$ cat src/rtl/tcnt_pkg.sv
package tcnt_pkg;

  typedef enum logic [1:0] {
    ACT_HOLD  = 2'd0,
    ACT_STEP  = 2'd1,
    ACT_CLEAR = 2'd2
  } sec_act_e;

  // clear always outranks a step
  function automatic sec_act_e pick_act(input logic clear, input logic step);
    if (clear)     return ACT_CLEAR;
    else if (step) return ACT_STEP;
    else           return ACT_HOLD;
  endfunction

endpackage

$ cat src/rtl/tc_fall_detect.sv
module tc_fall_detect #(
  parameter int N = 2
) (
  input  logic         clk,
  input  logic         rst,
  input  logic [N-1:0] lvl,
  output logic [N-1:0] fall
);

  generate
    for (genvar i = 0; i < N; i++) begin : g_bit
      logic prev_q;
      always_ff @(posedge clk) begin
        if (rst) prev_q <= 1'b0;
        else     prev_q <= lvl[i];
      end
      assign fall[i] = prev_q & ~lvl[i];
    end
  endgenerate

endmodule

$ cat src/rtl/tc_section.sv
module tc_section
  import tcnt_pkg::*;
#(
  parameter int W = 1
) (
  input  logic         clk,
  input  logic         rst,
  input  sec_act_e     act,
  output logic [W-1:0] q
);

  localparam logic [W-1:0] ONE = W'(1);

  logic [W-1:0] q_r;
  logic [W-1:0] nxt;

  generate
    if (W == 1) begin : g_toggle
      assign nxt = ~q_r;
    end else begin : g_incr
      assign nxt = q_r + ONE;
    end
  endgenerate

  always_ff @(posedge clk) begin
    if (rst) begin
      q_r <= '0;
    end else begin
      case (act)
        ACT_CLEAR: q_r <= '0;
        ACT_STEP:  q_r <= nxt;
        default:   q_r <= q_r;
      endcase
    end
  end

  assign q = q_r;

endmodule

$ cat src/rtl/tc_split_counter.sv
module tc_split_counter
  import tcnt_pkg::*;
#(
  parameter  int B_W   = 3,
  localparam int CNT_W = B_W + 1
) (
  input  logic             clk,
  input  logic             rst,
  input  logic             cnt_a_in,
  input  logic             cnt_b_in,
  input  logic             link_mode,
  input  logic             clr_a,
  input  logic             clr_b,
  output logic [CNT_W-1:0] count_q
);

  localparam int N_IN = 2;

  logic [N_IN-1:0] lvl;
  logic [N_IN-1:0] fall;
  logic            clear;
  logic            step_b;
  logic            qa;
  logic [B_W-1:0]  qb;
  sec_act_e        act_a;
  sec_act_e        act_b;

  assign lvl = {cnt_b_in, cnt_a_in};

  tc_fall_detect #(.N(N_IN)) edge_i (
    .clk  (clk),
    .rst  (rst),
    .lvl  (lvl),
    .fall (fall)
  );

  assign clear  = clr_a & clr_b;
  // linked: high stage steps exactly when the low bit drops 1 -> 0
  assign step_b = link_mode ? (fall[0] & qa) : fall[1];
  assign act_a  = pick_act(clear, fall[0]);
  assign act_b  = pick_act(clear, step_b);

  logic [0:0] qa_v;

  tc_section #(.W(1)) sec_a_i (
    .clk (clk),
    .rst (rst),
    .act (act_a),
    .q   (qa_v)
  );

  tc_section #(.W(B_W)) sec_b_i (
    .clk (clk),
    .rst (rst),
    .act (act_b),
    .q   (qb)
  );

  assign qa      = qa_v[0];
  assign count_q = {qb, qa};

endmodule

$ cat config.mk
export PLATFORM = sky130hd
export DESIGN_NAME = tc_split_counter
export DESIGN_NICKNAME = d
export VERILOG_FILES = /design/src/rtl/tcnt_pkg.sv /design/src/rtl/tc_fall_detect.sv /design/src/rtl/tc_section.sv /design/src/rtl/tc_split_counter.sv
export SDC_FILE = /design/constraint.sdc
export NUM_CORES = 1
export LEC_CHECK = 0
export BUFFER_PORTS_ARGS = -buffer_cell sky130_fd_sc_hd__buf_4
export CAP_MARGIN = 15
export CORE_AREA = 4 4 41 43
export CTS_CLUSTER_DIAMETER = 30
export CTS_CLUSTER_SIZE = 25
export DETAILED_ROUTE_END_ITERATION = 10
export DIE_AREA = 0 0 45 47
export HOLD_SLACK_MARGIN = 0.03
export MAX_ROUTING_LAYER = met4
export PLACE_DENSITY = 0.42
export RECOVER_POWER = 25
export REMOVE_ABC_BUFFERS = 1
export SYNTH_ARGS = -nofsm -noshare
export SYNTH_HDL_FRONTEND = slang
export SYNTH_SLANG_ARGS = --single-unit
$ cat constraint.sdc
create_clock -name clk -period 1 [get_ports clk]
set_input_delay 0.05 -clock clk [delete_from_list [all_inputs] [get_ports clk]]
set_output_delay 0.05 -clock clk [all_outputs]
set_load 0.01 [all_outputs]
==> results of run 1 <==
flip-flops by register name, summed over array words and instances (netlist names):
signal,cells
sec_b_i.q,3
edge_i.g_bit.prev_q,2
sec_a_i.q,1
routing by layer:
metal | global-route usage, % | wire, um | vias to the layer above
li1 | - | - | 134
met1 | 6.83 | 250 | 127
met2 | 11.6 | 295 | 8
met3 | 3.83 | 49 | 2
met4 | 5.26 | 5 | 0
met5 | - | 0 | -
through the flow:
step,setup TNS [ps],area (um^2),cells,worst slack (ps)
after floorplan,0,274,28,46.8
after global placement,0,375,54,22.6
after detailed placement,0,375,54,20.7
after CTS,0,408,58,12.1
after global routing,-10.1,412,58,-9.00
final,0,412,58,7.01
worst paths after layout:
path	startpoint	slack (ps)	depth (start not counted)	endpoint
hold / removal	cnt_a_in	40	2	edge_i.g_bit[0].prev_q
setup / recovery	edge_i.g_bit[1].prev_q	7	3	sec_b_i.q[0]
hold reg to reg	sec_b_i.q[2]	470	2	sec_b_i.q[2]
setup reg to reg	edge_i.g_bit[1].prev_q	7	3	sec_b_i.q[0]
cell usage in the layout, fill, tap and decap left out:
cell,n
a21boi_1,1
a21o_1,1
a21oi_1,2
and4b_1,1
buf_4,10
clkbuf_1,1
clkbuf_4,3
dfxtp_1,5
dfxtp_2,1
dlygate4sd3_1,1
ha_1,1
mux2i_1,1
nand2_1,1
nand2b_1,1
nand3_1,1
nand4b_1,1
nor2_1,1
nor2b_1,3
nor3_1,2
nor3b_2,1
o21ai_0,1
o21ai_2,1
or3b_4,1
xnor2_1,1
final cells by class:
cell class | instances | area (um^2)
Sequential cell | 6 | 121
Clock buffer | 3 | 22.5
Tap cell | 15 | 18.8
Multi-Input combinational cell | 22 | 160
Fill cell | 147 | 890
Timing Repair Buffer | 12 | 88.8
power groups by stage:
stage | Clock, mW | Combinational, mW | Sequential (mW)
after CTS | 0.245 | 0.0615 | 0.250
after floorplan | 0 | 0.0205 | 0.257
after global routing | 0.255 | 0.0666 | 0.252
final | 0.228 | 0.0599 | 0.251
after detailed placement | 0 | 0.0584 | 0.256
after global placement | 0 | 0.0567 | 0.255
cell families (layout without fill, tap and decap cells):
group | Yosys count | count (layout) | synth area share, %
mux | 1 | 1 | 3.56
compound gates | 6 | 6 | 12.4
simple gates | 13 | 13 | 31.1
flops | 6 | 6 | 42.7
xor+xnor | 1 | 1 | 3.11
buf+inv | 1 | 15 | 2.67
fa+ha+maj | 1 | 1 | 4.44
repair_timing:
action,in CTS,in global routing
hold buffers,1,0
endpoints found under the hold margin,2,0
gates resized for setup,0,3
endpoints found under the setup margin,0,2
==> flow_summary_export.csv, run 1 <==
group,metric,value,unit
power,swShare,22.2,%
clock_network,cts_max_level,1,
clock_network,cts_root_buffer,"clkbuf_4",
clock_network,clock_latency,240,ps
clock_network,cts_setup_buffers,0,
sta,drv_slew,0,
layout,syn_to_final_growth,46.2,%
sta,slew_headroom,83.8,%
sta,finClkSkew,2.31,ps
sta,fmax,1010,MHz
synthesis,ys_types,20,
worst_setup_path,worst_setup_path_end_kind,"flop",
clock_network,cts.sinks,6,
global_routing,grt_max_degree,5,
worst_setup_path,critPathRequiredTime,1130,ps
sta,hold_viol,0,
drt,first_pass_iters,1,
layout,fin_nets,53,
synthesis,synth-edff-count,0,
power,power_frac_comb,11.1,%
synthesis,yosys_warnings,0,
clock_network,clkTransAtPathRegs,50,ps
worst_setup_path,critPathMaxStageDelay,370,ps
synthesis,ys_async_sr_fraction,0,%
flow_run,cap_violations,0,
layout,layout-drive-gt1-share,39.5,%
floorplanning,die_y,47,um
worst_setup_path,arrival,1120,ps
worst_setup_path,path_cells,"or3b_4 > a21boi_1 > nor3_1",
worst_setup_path,crit_slowest_cell,"or3b_4",
power,clockPowerShare,42.2,%
global_routing,track_usage,7.35,%
worst_setup_path,path_class,"reg2reg",
power,seq_power_share,46.6,%
placed_design,place_congestion,0.695,
worst_setup_path,start_kind,"flop",
synthesis,syn_inst,29,
synthesis,avgSynthCellArea,9.71,um^2
synthesis,yosysSeqAreaShare,42.7,%
power,power_density,1310,mW/mm^2
worst_setup_path,crit_family,"simple AND/OR/NAND/NOR gates",
sta,fin_crit,993,ps
layout,final_core_util,31.6,%
synthesis,post-synth-top-area-cell,"dfxtp_1",
drt,drt_iter0_markers,0,
drt,drc,0,
synthesis,synthTopCellsByArea,"dfxtp_1 (43%), nor2b_1 (6.7%), ha_1 (4.4%)",
sta,setup_viol,0,
floorplanning,die_w,45,um
sta,grt_setup_unrepaired,"true",
power,worst_ir_drop_vdd,0.000632,V
global_routing,overflow,0,
clock_network,cts_tree,"yes",
floorplanning,start_util,21.6,%
worst_setup_path,cp_max_fo,2,
drt,ant_nets,0,
synthesis,synth_common_cells,"dfxtp_1 (6), nor2b_1 (3), a21oi_1 (2), nor3_1 (2)",
sta,worstMarginPinSlew,241,ps
global_routing,grt_pass1_vias,253,
synthesis,netlist_area,282,um^2
floorplanning,dieArea,0.00212,mm^2
drt,detail_route.wl_per_cell,10.3,um
synthesis,yosysMostFrequentCell,"dfxtp_1",
layout,num_antenna_cells,0,
floorplanning,core-area,0.00130,mm^2
power,intPower,0.419,mW
global_routing,antenna_found_initial,0,
synthesis,ys_seq_elements,6,
min_path,hp-class,"in2reg",
worst_setup_path,critPathBufInv,0,
floorplanning,rows,13,
drt,vias_per_cell,4.67,
global_routing,grt_pass1_wl,1020,um
sta,whs,42.4,ps
synthesis,synthDominantCellAreaShare,42.7,%
clock_network,cts_buffers,3,
floorplanning,ios,11,
clock_network,cts.path.max_buffers,2,
sta,finalCritPeriodShare,99.3,%
drt,routed_wl,600,um
placed_design,numPortBuffers,10,
power,leakage,0.178,nW
power,power,0.539,mW
power,netSwitchingPower,0.119,mW
drt,vias,271,
outcome,status,"completed",
synthesis,ys.flop_type,"dfxtp_1",
Note: power is estimated with default switching activity, not from simulation.
==> inputs of run 2 (changes only) <==
Settings changed: PLACE_DENSITY 0.42 to 0.4.
Clock period 1 ns to 1.3 ns, I/O delays scaled along.
==> run 2 against run 1 <==
  * Clock power is 24% lower
  * Sequential share of layout area increased by 0.80 points
  * Sequential power down 23%
  * Final cell count shrank 1.7%
  * Global-route usage fell by 0.082 points
  * Via count down 3.3%
  * Critical path type unchanged
  * Largest cell class unchanged
==> flow_summary_export.csv, run 2 (same netlist as run 1, synthesis figures left out) <==
group,metric,value,unit
outcome,status,"completed",
clock_network,clock_latency,250,ps
worst_setup_path,worst_setup_path_end_kind,"flop",
drt,ant_nets,0,
layout,layout-drive-gt1-share,31.0,%
sta,fmax,1020,MHz
sta,whs,62.9,ps
placed_design,post_dp_cell_area,368,um^2
floorplanning,start_util,21.6,%
sta,worstMarginPinSlew,195,ps
global_routing,grt_pass1_wl,924,um
clock_network,cts_root_buffer,"clkbuf_4",
clock_network,cts.sinks,6,
placed_design,hpwl,486,um
worst_setup_path,crit_slowest_cell,"dfxtp_1",
global_routing,antenna_found_initial,0,
global_routing,track_usage,7.27,%
power,power_frac_comb,10.2,%
worst_setup_path,cp_max_fo,4,
layout,syn_to_final_growth,40.9,%
sta,hold_viol,0,
sta,slew_headroom,87.0,%
sta,setup_viol,0,
power,worst_ir_drop_vdd,0.000425,V
clock_network,cts_tree,"yes",
sta,fin_ws,315,ps
power,intPower,0.320,mW
sta,fin_crit,985,ps
layout,ff_latch_area,120,um^2
worst_setup_path,worstRegToRegCells,3,
worst_setup_path,critPathRequiredTime,1470,ps
clock_network,cts.path.max_buffers,2,
layout,design_area,397,um^2
clock_network,clkTransAtPathRegs,50,ps
layout,fin_nets,52,
floorplanning,dieArea,0.00212,mm^2
worst_setup_path,reg2reg_slack,320,ps
floorplanning,ios,11,
clock_network,cts_buffers,3,
min_path,whs_path_depth,2,
drt,routed_wl,578,um
worst_setup_path,path_class,"reg2reg",
min_path,worstHoldStart,"cnt_a_in",
worst_setup_path,critPathBufInv,0,
sta,grt_setup_unrepaired,"false",
layout,fillers,145,
layout,layout_common_cells,"buf_4 (9), dfxtp_1 (6), nor2b_1 (3), clkbuf_4 (3)",
layout,num_antenna_cells,0,
floorplanning,die_y,47,um
floorplanning,rows,13,
worst_setup_path,arrival,1160,ps
worst_setup_path,r2r_end,"sec_b_i.q[2]",
floorplanning,die_w,45,um
power,clockPowerShare,42.4,%
power,netSwitchingPower,0.0893,mW
drt,vias_per_cell,4.60,
min_path,hp-class,"in2reg",
layout,final_common_cell,"buf_4",
power,seq_power_share,47.4,%
worst_setup_path,path_cells,"and4b_1 > o21ai_1 > mux2i_1",
flow_run,cap_violations,0,
worst_setup_path,regToRegStartpoint,"sec_a_i.q",
drt,drt_iter0_markers,1,
placed_design,dpl_worst_slack,311,ps
power,power_density,1030,mW/mm^2
drt,first_pass_iters,2,
worst_setup_path,crit_family,"flip-flops",
drt,detail_route.wl_per_cell,10.1,um
worst_setup_path,start_kind,"flop",
floorplanning,core-area,0.00130,mm^2
global_routing,grt_max_degree,5,
worst_setup_path,critPathMaxStageDelay,330,ps
clock_network,cts_resized,0,
power,leakage,0.171,nW
global_routing,overflow,0,
sta,finalCritPeriodShare,75.7,%
power,power,0.409,mW
clock_network,cts_max_level,1,
sta,finClkSkew,2.13,ps
power,swShare,21.8,%
placed_design,numPortBuffers,10,
layout,multiInputGateArea,154,um^2
global_routing,grt_pass1_vias,254,
sta,drv_slew,0,
drt,drc,0,
drt,vias,262,
placed_design,place_congestion,0.649,
sta,setup_tns,0,ps
layout,largest_reg_flops,3,
min_path,worstHoldEndpoint,"edge_i.g_bit[0].prev_q",
run 2: worst reg2reg max path: stages (launching register included):
cell and delay, ps:
dfxtp_1 330, and4b_1 240, o21ai_1 160, mux2i_1 190
run 2: worst max-delay path by stage:
stage	from	end	slack (ps)	cells past startpoint
after floorplan	sec_a_i.q	sec_b_i.q[2]	350	3
after global routing	sec_a_i.q	sec_b_i.q[2]	270	3
after global placement	sec_a_i.q	sec_b_i.q[2]	330	3
after CTS	sec_a_i.q	sec_b_i.q[2]	300	3
final	sec_a_i.q	sec_b_i.q[2]	320	3
after detailed placement	sec_a_i.q	sec_b_i.q[2]	310	3
run 2: timing repair:
action / 4_1_cts / 5_1_grt
setup buffers: 0 / 0
hold endpoints to repair: 2 / 0
hold buffers: 1 / 0
run 2: metal layers:
layer | wire (um) | global-route usage, % | vias to the layer above
met5 | 0 | - | -
met4 | 22 | 10.5 | 0
met3 | 44 | 3.45 | 4
met2 | 264 | 9.32 | 10
met1 | 247 | 6.61 | 117
li1 | - | - | 131
run 2: power by group through the flow:
| stage | clock (mW) | sequential [mW] | combinational [mW] |
|---|---|---|---|
| after floorplan | 0 | 0.198 | 0.0158 |
| after global placement | 0 | 0.197 | 0.0408 |
| after detailed placement | 0 | 0.197 | 0.0419 |
| after CTS | 0.187 | 0.194 | 0.0442 |
| after global routing | 0.201 | 0.194 | 0.0464 |
| final | 0.173 | 0.194 | 0.0418 |
run 2: through the flow:
step           std cells  utilization [%]
2_1_floorplan         28                -
3_3_place_gp          53             28.3
3_5_place_dp          53             28.3
4_1_cts               57             30.8
5_1_grt               57             30.5
6_report              57             30.5
run 2: cell type report:
cell class	count	area share, %
Clock buffer	3	5.68
Multi-Input combinational cell	22	38.8
Sequential cell	6	30.3
Tap cell	15	4.73
Timing Repair Buffer	11	20.5
==> inputs of run 3 (changes only) <==
Settings changed: ABC_AREA set to 1.
Clock period 1.3 ns to 1 ns, I/O delays scaled along.
==> run 3 against run 2 <==
  * Core utilization increased by 0.77 points
  * Final cell count increased by 16%
  * Final area rose by 2.5%
  * Via count increased by 4.6%
  * Register-to-register slack worse by 230 ps
  * Count of clock-buffer cells in the layout is the same
  * Worst hold slack worse by 24 ps
  * Sequential cell count unchanged
  * Critical path depth did not move
  * Routed wire length increased by 2.1%
  * Combinational power grew 65%
  * Sequential power rose by 30%
  * Largest cell class unchanged
  * Highest routed layer is now met3
==> flow_summary_export.csv, run 3 <==
group,metric,value,unit
outcome,status,"completed",
global_routing,grt_pass1_vias,254,
global_routing,grt_max_degree,5,
floorplanning,dieArea,0.00212,mm^2
layout,syn_to_final_growth,44.4,%
flow_run,cap_violations,0,
global_routing,track_usage,7.27,%
layout,fin_nets,61,
drt,first_pass_iters,4,
sta,drv_slew,0,
clock_network,cts_max_level,1,
sta,fin_crit,919,ps
sta,grt_setup_unrepaired,"false",
drt,vias_per_cell,4.15,
synthesis,post-synth-top-area-cell,"dfxtp_1",
worst_setup_path,r2r_end,"sec_b_i.q[1]",
worst_setup_path,start_kind,"flop",
clock_network,cts.path.max_buffers,2,
drt,drt_iter0_markers,3,
synthesis,ys_async_sr_fraction,0,%
layout,stdcell_count,66,
sta,worstMarginPinSlew,199,ps
worst_setup_path,crit_end,"sec_b_i.q[1]",
floorplanning,ios,11,
power,leakage,0.204,nW
global_routing,grt_pass1_wl,1020,um
min_path,hp-class,"in2reg",
clock_network,cts_buffers,3,
placed_design,place_congestion,0.710,
drt,drc,0,
placed_design,hpwl,482,um
synthesis,ys.flop_type,"dfxtp_1",
synthesis,yosysMostFrequentCell,"nor2_1",
worst_setup_path,reg2reg_slack,80,ps
layout,largest_reg_flops,3,
layout,ff_latch_area,120,um^2
sta,fmax,1090,MHz
worst_setup_path,worst_setup_path_end_kind,"flop",
placed_design,post_dp_cell_area,368,um^2
drt,routed_wl,590,um
floorplanning,die_y,47,um
sta,setup_tns,0,ps
global_routing,overflow,0,
clock_network,ctsHoldBuffers,2,
layout,layout-drive-gt1-share,33.3,%
synthesis,ys_seq_elements,6,
power,worst_ir_drop_vdd,0.000395,V
floorplanning,start_util,21.6,%
clock_network,cts_tree,"yes",
worst_setup_path,worstRegToRegCells,3,
clock_network,cts_setup_buffers,0,
synthesis,synth-edff-count,0,
floorplanning,core-area,0.00130,mm^2
worst_setup_path,path_class,"reg2reg",
synthesis,synthTopCellsByArea,"dfxtp_1 (43%), nor2_1 (9.3%), nand2_1 (8.0%)",
layout,final_core_util,31.3,%
synthesis,synthDominantCellAreaShare,42.7,%
synthesis,syn_inst,37,
global_routing,antenna_found_initial,0,
synthesis,yosysSeqAreaShare,42.7,%
synthesis,synth_common_cells,"nor2_1 (7), dfxtp_1 (6), nand2_1 (6)",
clock_network,clock_latency,250,ps
clock_network,clkTransAtPathRegs,50,ps
global_routing,grt_use_met1,8.22,%
layout,fillers,150,
synthesis,ys_types,15,
sta,slew_headroom,86.8,%
floorplanning,die_w,45,um
layout,final_common_cell,"buf_4",
clock_network,cts_resized,0,
sta,finClkSkew,2.08,ps
synthesis,avgSynthCellArea,7.61,um^2
worst_setup_path,cp_max_fo,4,
worst_setup_path,critPathRequiredTime,1140,ps
layout,layout_common_cells,"buf_4 (9), nor2_1 (7), nand2_1 (6), dfxtp_1 (6), inv_1 (4)",
worst_setup_path,startpoint,"sec_b_i.q[0]",
placed_design,placed_cells,61,
drt,ant_nets,0,
sta,setup_viol,0,
worst_setup_path,arrival,1060,ps
power,power_density,1360,mW/mm^2
synthesis,yosys_warnings,0,
placed_design,numPortBuffers,10,
worst_setup_path,regToRegStartpoint,"sec_b_i.q[0]",
layout,design_area,407,um^2
floorplanning,rows,13,
drt,vias,274,
global_routing,grt.busiest_layer,"met2",
clock_network,cts_root_buffer,"clkbuf_4",
sta,whs,38.4,ps
synthesis,netlist_area,282,um^2
sta,hold_viol,0,
drt,detail_route.wl_per_cell,8.94,um
layout,multiInputGateArea,135,um^2
clock_network,cts.sinks,6,
sta,finalCritPeriodShare,91.9,%
global_routing,gr-usage-met3,2.30,%
layout,num_antenna_cells,0,
global_routing,grt_use_met2,9.89,%
==> run 3: layout make-up <==
class	instances	share of cell area, %
clock buffer	3	5.54
tap	15	4.62
timing repair buffer	12	22.5
inverter	5	4.62
sequential	6	29.5
multi-input combinational	25	33.2
==> run 3: per-layer routing <==
metal	routed length [um]	vias to the layer above	share of wire [%]
li1	-	146	-
met1	271	121	46
met2	284	7	48
met3	35	0	5.9
met4	0	0	0
met5	0	-	0
==> run 3: through the flow <==
stage / setup slack, ps / total power [mW]
floorplan: 77.8 / 0.291
global placement: 114 / 0.322
detailed placement: 80.4 / 0.324
CTS: 73.6 / 0.564
global route: 8.01 / 0.576
finish: 81.1 / 0.554
==> run 3: logic make-up after synthesis <==
logic type / after synthesis / synth area share (%)
AOI/OAI and AO/OA: 4 / 8.44
adders and majority gates: 1 / 4.44
buffers and inverters: 6 / 9.33
DFF: 6 / 42.7
and+or+nand+nor: 20 / 35.1
==> run 3: worst min path at each step <==
| stage | start | to | slack (ps) | cells past startpoint |
|---|---|---|---|---|
| 2_1_floorplan | rst | edge_i.g_bit[0].prev_q | 120 | 1 |
| 3_3_place_gp | rst | edge_i.g_bit[0].prev_q | 250 | 2 |
| 3_5_place_dp | rst | edge_i.g_bit[0].prev_q | 250 | 2 |
| 4_1_cts | cnt_b_in | edge_i.g_bit[1].prev_q | 40 | 3 |
| 5_1_grt | cnt_b_in | edge_i.g_bit[1].prev_q | 50 | 3 |
| 6_report | cnt_b_in | edge_i.g_bit[1].prev_q | 40 | 3 |
==> run 3: critical path, cell delays in order, from the launching register on <==
cell and delay [ps]:
dfxtp_1 330, ha_1 310, o21ai_2 130, nor2_1 40
==> run 3: power by group <==
part	leakage (nW)	internal [mW]	switching [mW]
Sequential	0.0491	0.248	0.00576
Clock	0.0138	0.136	0.0957
Combinational	0.141	0.0368	0.0323
Total	0.204	0.421	0.134
